$ cat config.mk
export PLATFORM = sky130hd
export DESIGN_NAME = sfu_top
export DESIGN_NICKNAME = d
export VERILOG_FILES = /design/src/rtl/sfu_pkg.sv /design/src/rtl/sfu_ctrl.sv /design/src/rtl/sfu_dpath.sv /design/src/rtl/sfu_top.sv
export SDC_FILE = /design/constraint.sdc
export NUM_CORES = 1
export LEC_CHECK = 0
export ABC_AREA = 1
export CELL_PAD_IN_SITES_DETAIL_PLACEMENT = 0
export CELL_PAD_IN_SITES_GLOBAL_PLACEMENT = 1
export CORE_MARGIN = 3
export CORE_UTILIZATION = 30
export CTS_CLUSTER_DIAMETER = 50
export CTS_CLUSTER_SIZE = 25
export DETAILED_ROUTE_END_ITERATION = 8
export PLACE_DENSITY = 0.76
export SYNTH_ARGS = -nofsm -noshare
export SYNTH_HDL_FRONTEND = slang
export SYNTH_SLANG_ARGS = --single-unit
$ cat constraint.sdc
create_clock -name clk -period 5.79 [get_ports clk]
set_input_delay 0.8685 -clock clk [delete_from_list [all_inputs] [get_ports clk]]
set_output_delay 0.8685 -clock clk [all_outputs]
set_load 0.02 [all_outputs]
$ cat src/rtl/sfu_pkg.sv
package sfu_pkg;
  localparam int DATA_W = 8;
  localparam int NIB_W  = DATA_W / 2;
  localparam int IDX_W  = $clog2(DATA_W);

  localparam int CY_BIT  = 7;
  localparam int AC_BIT  = 6;
  localparam int F0_BIT  = 5;
  localparam int BKH_BIT = 4;
  localparam int BKL_BIT = 3;
  localparam int OV_BIT  = 2;
  localparam int UF_BIT  = 1;
  localparam int P_BIT   = 0;

  typedef enum logic [1:0] {
    OP_ADD  = 2'd0,
    OP_ADDC = 2'd1,
    OP_SUBB = 2'd2,
    OP_NONE = 2'd3
  } aluOp_e;

  typedef struct packed {
    logic loadByte;
    logic loadBit;
    logic loadArith;
  } strobe_t;
endpackage

$ cat src/rtl/sfu_ctrl.sv
module sfu_ctrl
  import sfu_pkg::*;
(
  input  logic    clk,
  input  logic    rstN,
  input  logic    opValid,
  input  aluOp_e  aluOp,
  input  logic    wrByte,
  input  logic    wrBit,
  output strobe_t strobes
);
  always_comb begin
    strobes.loadByte  = wrByte;
    strobes.loadBit   = wrBit && !wrByte;
    strobes.loadArith = opValid && (aluOp != OP_NONE) && !wrByte && !wrBit;
  end

  // at most one source updates the byte in any cycle
  assert_one_source_R9: assert property (@(posedge clk) disable iff (!rstN)
    $onehot0({strobes.loadByte, strobes.loadBit, strobes.loadArith}));

  // the null operation never raises the arithmetic strobe
  assert_null_op_R10: assert property (@(posedge clk) disable iff (!rstN)
    (aluOp == OP_NONE) |-> !strobes.loadArith);
endmodule

$ cat src/rtl/sfu_dpath.sv
module sfu_dpath
  import sfu_pkg::*;
(
  input  logic              clk,
  input  logic              rstN,
  input  strobe_t           strobes,
  input  aluOp_e            aluOp,
  input  logic [DATA_W-1:0] accIn,
  input  logic [DATA_W-1:0] operand,
  input  logic [DATA_W-1:0] wrData,
  input  logic [IDX_W-1:0]  bitSel,
  input  logic              bitVal,
  output logic [DATA_W-1:0] result,
  output logic [DATA_W-1:0] statusWord
);
  logic [DATA_W-1:0] swReg, swNext;
  logic [DATA_W:0]   wide;
  logic [NIB_W:0]    low;
  logic              carryIn, cyOut, acOut, ovOut;

  always_comb begin
    carryIn = ((aluOp == OP_ADDC) || (aluOp == OP_SUBB)) ? swReg[CY_BIT] : 1'b0;
    wide = '0;
    low  = '0;
    ovOut = 1'b0;
    result = accIn;
    if (aluOp == OP_SUBB) begin
      wide = {1'b0, accIn} - {1'b0, operand} - {{DATA_W{1'b0}}, carryIn};
      low  = {1'b0, accIn[NIB_W-1:0]} - {1'b0, operand[NIB_W-1:0]}
             - {{NIB_W{1'b0}}, carryIn};
      result = wide[DATA_W-1:0];
      ovOut = (accIn[DATA_W-1] != operand[DATA_W-1]) &&
              (result[DATA_W-1] != accIn[DATA_W-1]);
    end else if (aluOp != OP_NONE) begin
      wide = {1'b0, accIn} + {1'b0, operand} + {{DATA_W{1'b0}}, carryIn};
      low  = {1'b0, accIn[NIB_W-1:0]} + {1'b0, operand[NIB_W-1:0]}
             + {{NIB_W{1'b0}}, carryIn};
      result = wide[DATA_W-1:0];
      ovOut = (accIn[DATA_W-1] == operand[DATA_W-1]) &&
              (result[DATA_W-1] != accIn[DATA_W-1]);
    end
    cyOut = wide[DATA_W];
    acOut = low[NIB_W];
  end

  always_comb begin
    swNext = swReg;
    if (strobes.loadByte) begin
      swNext[DATA_W-1:1] = wrData[DATA_W-1:1];
    end else if (strobes.loadBit) begin
      if (bitSel != IDX_W'(P_BIT)) swNext[bitSel] = bitVal;
    end else if (strobes.loadArith) begin
      swNext[CY_BIT] = cyOut;
      swNext[AC_BIT] = acOut;
      swNext[OV_BIT] = ovOut;
    end
    swNext[P_BIT] = ^accIn;
  end

  always_ff @(posedge clk) begin
    if (!rstN) swReg <= '0;
    else       swReg <= swNext;
  end

  assign statusWord = swReg;

  // an operation leaves the control and user bits alone
  assert_arith_keeps_ctrl_R9: assert property (@(posedge clk) disable iff (!rstN)
    strobes.loadArith |=> ($stable(statusWord[F0_BIT]) && $stable(statusWord[BKH_BIT]) &&
                           $stable(statusWord[BKL_BIT]) && $stable(statusWord[UF_BIT])));

  // a single-bit write lands on the selected bit
  assert_bit_write_R8: assert property (@(posedge clk) disable iff (!rstN)
    (strobes.loadBit && bitSel != IDX_W'(P_BIT)) |=> statusWord[$past(bitSel)] == $past(bitVal));

  // two positives giving a negative sum must raise overflow
  assert_ov_add_R5: assert property (@(posedge clk) disable iff (!rstN)
    (strobes.loadArith && aluOp == OP_ADD && !accIn[DATA_W-1] && !operand[DATA_W-1] &&
     result[DATA_W-1]) |=> statusWord[OV_BIT]);

  // an add whose result is below the accumulator wrapped, so carry is set
  assert_carry_wrap_R3: assert property (@(posedge clk) disable iff (!rstN)
    (strobes.loadArith && aluOp == OP_ADD && result < accIn) |=> statusWord[CY_BIT]);
endmodule

$ cat src/rtl/sfu_top.sv
module sfu_top
  import sfu_pkg::*;
(
  input  logic       clk,
  input  logic       rstN,
  input  logic [7:0] accIn,
  input  logic [7:0] operand,
  input  logic [1:0] aluOp,
  input  logic       opValid,
  output logic [7:0] result,
  input  logic       wrByte,
  input  logic [7:0] wrData,
  input  logic       wrBit,
  input  logic [2:0] bitSel,
  input  logic       bitVal,
  output logic [7:0] statusWord,
  output logic [1:0] bankSel
);
  strobe_t strobes;
  aluOp_e  opCode;

  assign opCode = aluOp_e'(aluOp);

  sfu_ctrl u_ctrl (
    .clk(clk), .rstN(rstN), .opValid(opValid), .aluOp(opCode),
    .wrByte(wrByte), .wrBit(wrBit), .strobes(strobes)
  );

  sfu_dpath u_dpath (
    .clk(clk), .rstN(rstN), .strobes(strobes), .aluOp(opCode),
    .accIn(accIn), .operand(operand), .wrData(wrData), .bitSel(bitSel),
    .bitVal(bitVal), .result(result), .statusWord(statusWord)
  );

  assign bankSel = statusWord[BKH_BIT:BKL_BIT];

  // parity follows the accumulator seen at the previous edge
  assert_parity_R6: assert property (@(posedge clk) disable iff (!rstN)
    $past(rstN) |-> statusWord[P_BIT] == ^$past(accIn));

  // without a software write the bank selector holds
  assert_bank_hold_R11: assert property (@(posedge clk) disable iff (!rstN)
    (!wrByte && !wrBit) |=> $stable(bankSel));
endmodule

==> flow_summary_export.csv <==
group,metric,value,unit
clock_tree,tritoncts,"yes",
layout,design.final.nets,389,
clock_tree,clk_latency,0.24,ns
clock_tree,postCtsSetupBuffers,0,
synthesis,postSynthRegisterBits,8,
placement,placement.io_buffers,51,
global_route,number_of_antenna_violations_at_the_first_check_in_global_routing,0,
sta,hold_ws,0.521,ns
clock_tree,ctsHtreeMaxLevel,1,
layout,fin_util,42.2,%
synthesis,compound_cell_area_share_of_the_yosys_netlist,18.8,%
placement,place_hpwl,4.14,mm
sta,setup_total_negative_slack,0,ns
sta,timing.max_slew.rel_slack,61.8,%
critical_path,highest_net_fanout_along_the_worst_path,3,
clock_tree,cts_resized,0,
sta,finalSetupViolations,0,
pwr,power.leakage,1.12,nW
sta,finalHoldViolations,0,
placement,gp_congestion,0.806,
synthesis,ys.warnings.count,0,
layout,finish.cell_count_without_fillers,397,
critical_path,startpoint,"aluOp[0]",
synthesis,synth-main-ff-cell,"dfxtp_1",
sta,unrepaired_setup_endpoints_after_global_routing,"false",
synthesis,async_s_r_ff_share_synth,0,%
layout,antenna_cells_inserted,0,
sta,achievable-frequency,203,MHz
sta,final-max-slew-violation-count,0,
run_status,run_status,"completed",
routing,via_count,1876,
worst_hold_path,min_from,"u_dpath.statusWord[2]$_SDFFE_PN0P_",
floorplanning,start_util,31.4,%
synthesis,yosys.area_share.xor_xnor,5.51,%
synthesis,netlist_instances,277,
synthesis,synth_seq_area_share,9.16,%
critical_path,worst_reg_to_reg_path_cell_count,14,
clock_tree,path_clk_slew,0.05,ns
critical_path,r2r_start,"u_dpath.statusWord[7]$_SDFFE_PN0P_",
synthesis,synth.lib_cells_used.distinct,38,
synthesis,post_synth_mux_area_share,0,%
sta,tightest_slew,0.573,ns
floorplanning,fp.dieArea,6780,um2
sta,min_period_over_period,85.1,%
global_route,grt_pass1_vias,1774,
floorplanning,die-width,82.3,um
worst_hold_path,worstHoldPathType,"reg -> reg",
routing,finalWirelength,4.93,mm
critical_path,critical_path.endpoint_type,"output port",
synthesis,edff_count_synth,0,
placement,place_inst,394,
critical_path,crit_type,"in -> out",
critical_path,startpoint_type,"input port",
layout,layout-drive-gt1-share,9.85,%
run,drv.max_cap_violation_count,0,
worst_hold_path,whs_path_depth,2,
floorplanning,io-pin-count,53,
floorplanning,num_rows,27,
layout,filler_cell_count,630,
routing,antenna_left,0,
floorplanning,die_y,82.3,um
routing,route.detailed.drc,0,
pwr,p_per_area,162,nW/um2
critical_path,reg2reg_to,"u_dpath.statusWord[2]$_SDFFE_PN0P_",
global_route,globalRouteTotalUtil,15.6,%
synthesis,synth-simple-area-share,31.9,%
worst_hold_path,min_delay_worst_endpoint,"u_dpath.statusWord[2]$_SDFFE_PN0P_",
routing,dr.first_iter.drc_count,91,
sta,fin_skew,0.0103,ns
critical_path,regToRegSetupSlack,3.56,ns
clock_tree,cts_made_buffers,3,
global_route,grt_pass1_wl,8.31,mm
synthesis,average_footprint_of_a_synthesized_cell,6.31,um2
critical_path,required_time_of_the_critical_path,4.92,ns
layout,area_growth_syn_to_layout,34.4,%
global_route,grt_start_max_net_pins,16,
clock_tree,cts.sinks,8,
synthesis,synth.net_count,339,
clock_tree,ctsLongestPathBuffers,2,
layout,largest_register_ff_count,8,
clock_tree,clock_tree.root_cell,"clkbuf_8",
sta,layout_min_cycle_time,4.93,ns
synthesis,combinational_family_with_the_most_area_after_synthesis,"simple AND/OR/NAND/NOR gates",
pwr,max_rail_drop_vdd,73.0,uV
synthesis,synth-adder-area-share,21.0,%
global_route,grt_overflow,0,
routing,vias_per_cell,4.73,
floorplanning,coreArea,5570,um2
synthesis,syn_std_cell_area,1750,um2
routing,routed_wire_length_per_instance,12.4,um
clock_tree,hold_buffers,0,
critical_path,worst-endpoint-arrival,4.06,ns
routing,drtPass1Iterations,4,
==> worst max path at each step <==
| stage | end | cells past startpoint |
|---|---|---|
| floorplan | result[3] | 9 |
| global route | result[6] | 19 |
| detailed placement | result[5] | 13 |
| finish | result[5] | 13 |
| global placement | result[6] | 19 |
| CTS | result[5] | 13 |
==> critical path, stage by stage <==
cell	delay, ns
clkdlybuf4s50_1	0.49
inv_1	0.05
ha_1	0.28
nor2_1	0.22
fa_1	0.48
ha_1	0.19
o21ai_0	0.22
nand2_2	0.11
and2_1	0.17
a21oi_1	0.18
nor2_1	0.06
o21ai_1	0.12
clkdlybuf4s50_1	0.61
==> cell families (layout without fill, tap and decap cells) <==
family | Yosys count | after routing
XOR/XNOR | 11 | 11
buffers and inverters | 58 | 106
AO/OA/AOI/OAI | 53 | 53
flip-flops | 8 | 8
AND/OR/NAND/NOR | 120 | 120
adder cells (fa/ha/maj) | 27 | 27
==> per-stage QoR <==
stage / instance area (um2) / setup slack (ns) / total power, W
global placement: 2310 / 0.874 / 0.000313
floorplan: 1750 / 1.95 / 0.000223
global route: 2350 / 0.617 / 0.000421
CTS: 2350 / 0.821 / 0.000388
detailed placement: 2310 / 0.827 / 0.000314
finish: 2350 / 0.862 / 0.000381
==> where the power goes <==
group,leakage (nW),total [W],switching [W],internal [W]
clock,0.0216,0.0000694,0.0000242,0.0000452
sequential,0.0662,0.0000629,0.00000237,0.0000605
combinational,1.03,0.000249,0.000139,0.000109
==> layer usage <==
metal	vias up	GRT usage, %	wire length [um]
li1	996	-	-
met1	841	22.3	2440
met2	35	24.8	2250
met3	4	2.49	198
met4	0	2.49	34
met5	-	0	0
==> placed cells by master, fill, tap and decap left out, types with 7 or more instances in the layout <==
master	Yosys	layout
a21oi_1	11	11
clkdlybuf4s50_1	0	51
dfxtp_1	8	8
ha_1	23	23
inv_1	45	45
nand2_1	61	61
nand2_2	10	10
nand3_1	20	20
nor2_1	10	10
o21ai_0	14	14
o21ai_1	7	7
xor2_1	7	7
==> cell type report <==
cell class	instances	area, um2	share of cell area, %
multi-input combinational	211	1350	57.5
inverter	52	198	8.41
sequential	8	160	6.82
clock buffer	3	41.3	1.76
tap	72	90.1	3.83
timing repair buffer	51	510	21.7
==> Yosys cell counts, drive strengths merged (2+ instances only) <==
library cell,count,area (um2)
a21oi,16,106
o21ai,21,105
fa,4,80.1
o211ai,3,22.5
nand2,71,292
nor3,3,15.0
xor2,7,61.3
nor4,5,31.3
nand4,3,18.8
a211oi,2,20.0
dfxtp,8,160
nand3,22,120
inv,52,198
buf,5,36.3
a31oi,3,18.8
o21a,2,15.0
xnor2,4,35.0
ha,23,288
nor2,14,67.6
o22ai,3,18.8
Note: power is estimated with default switching activity, not from simulation.
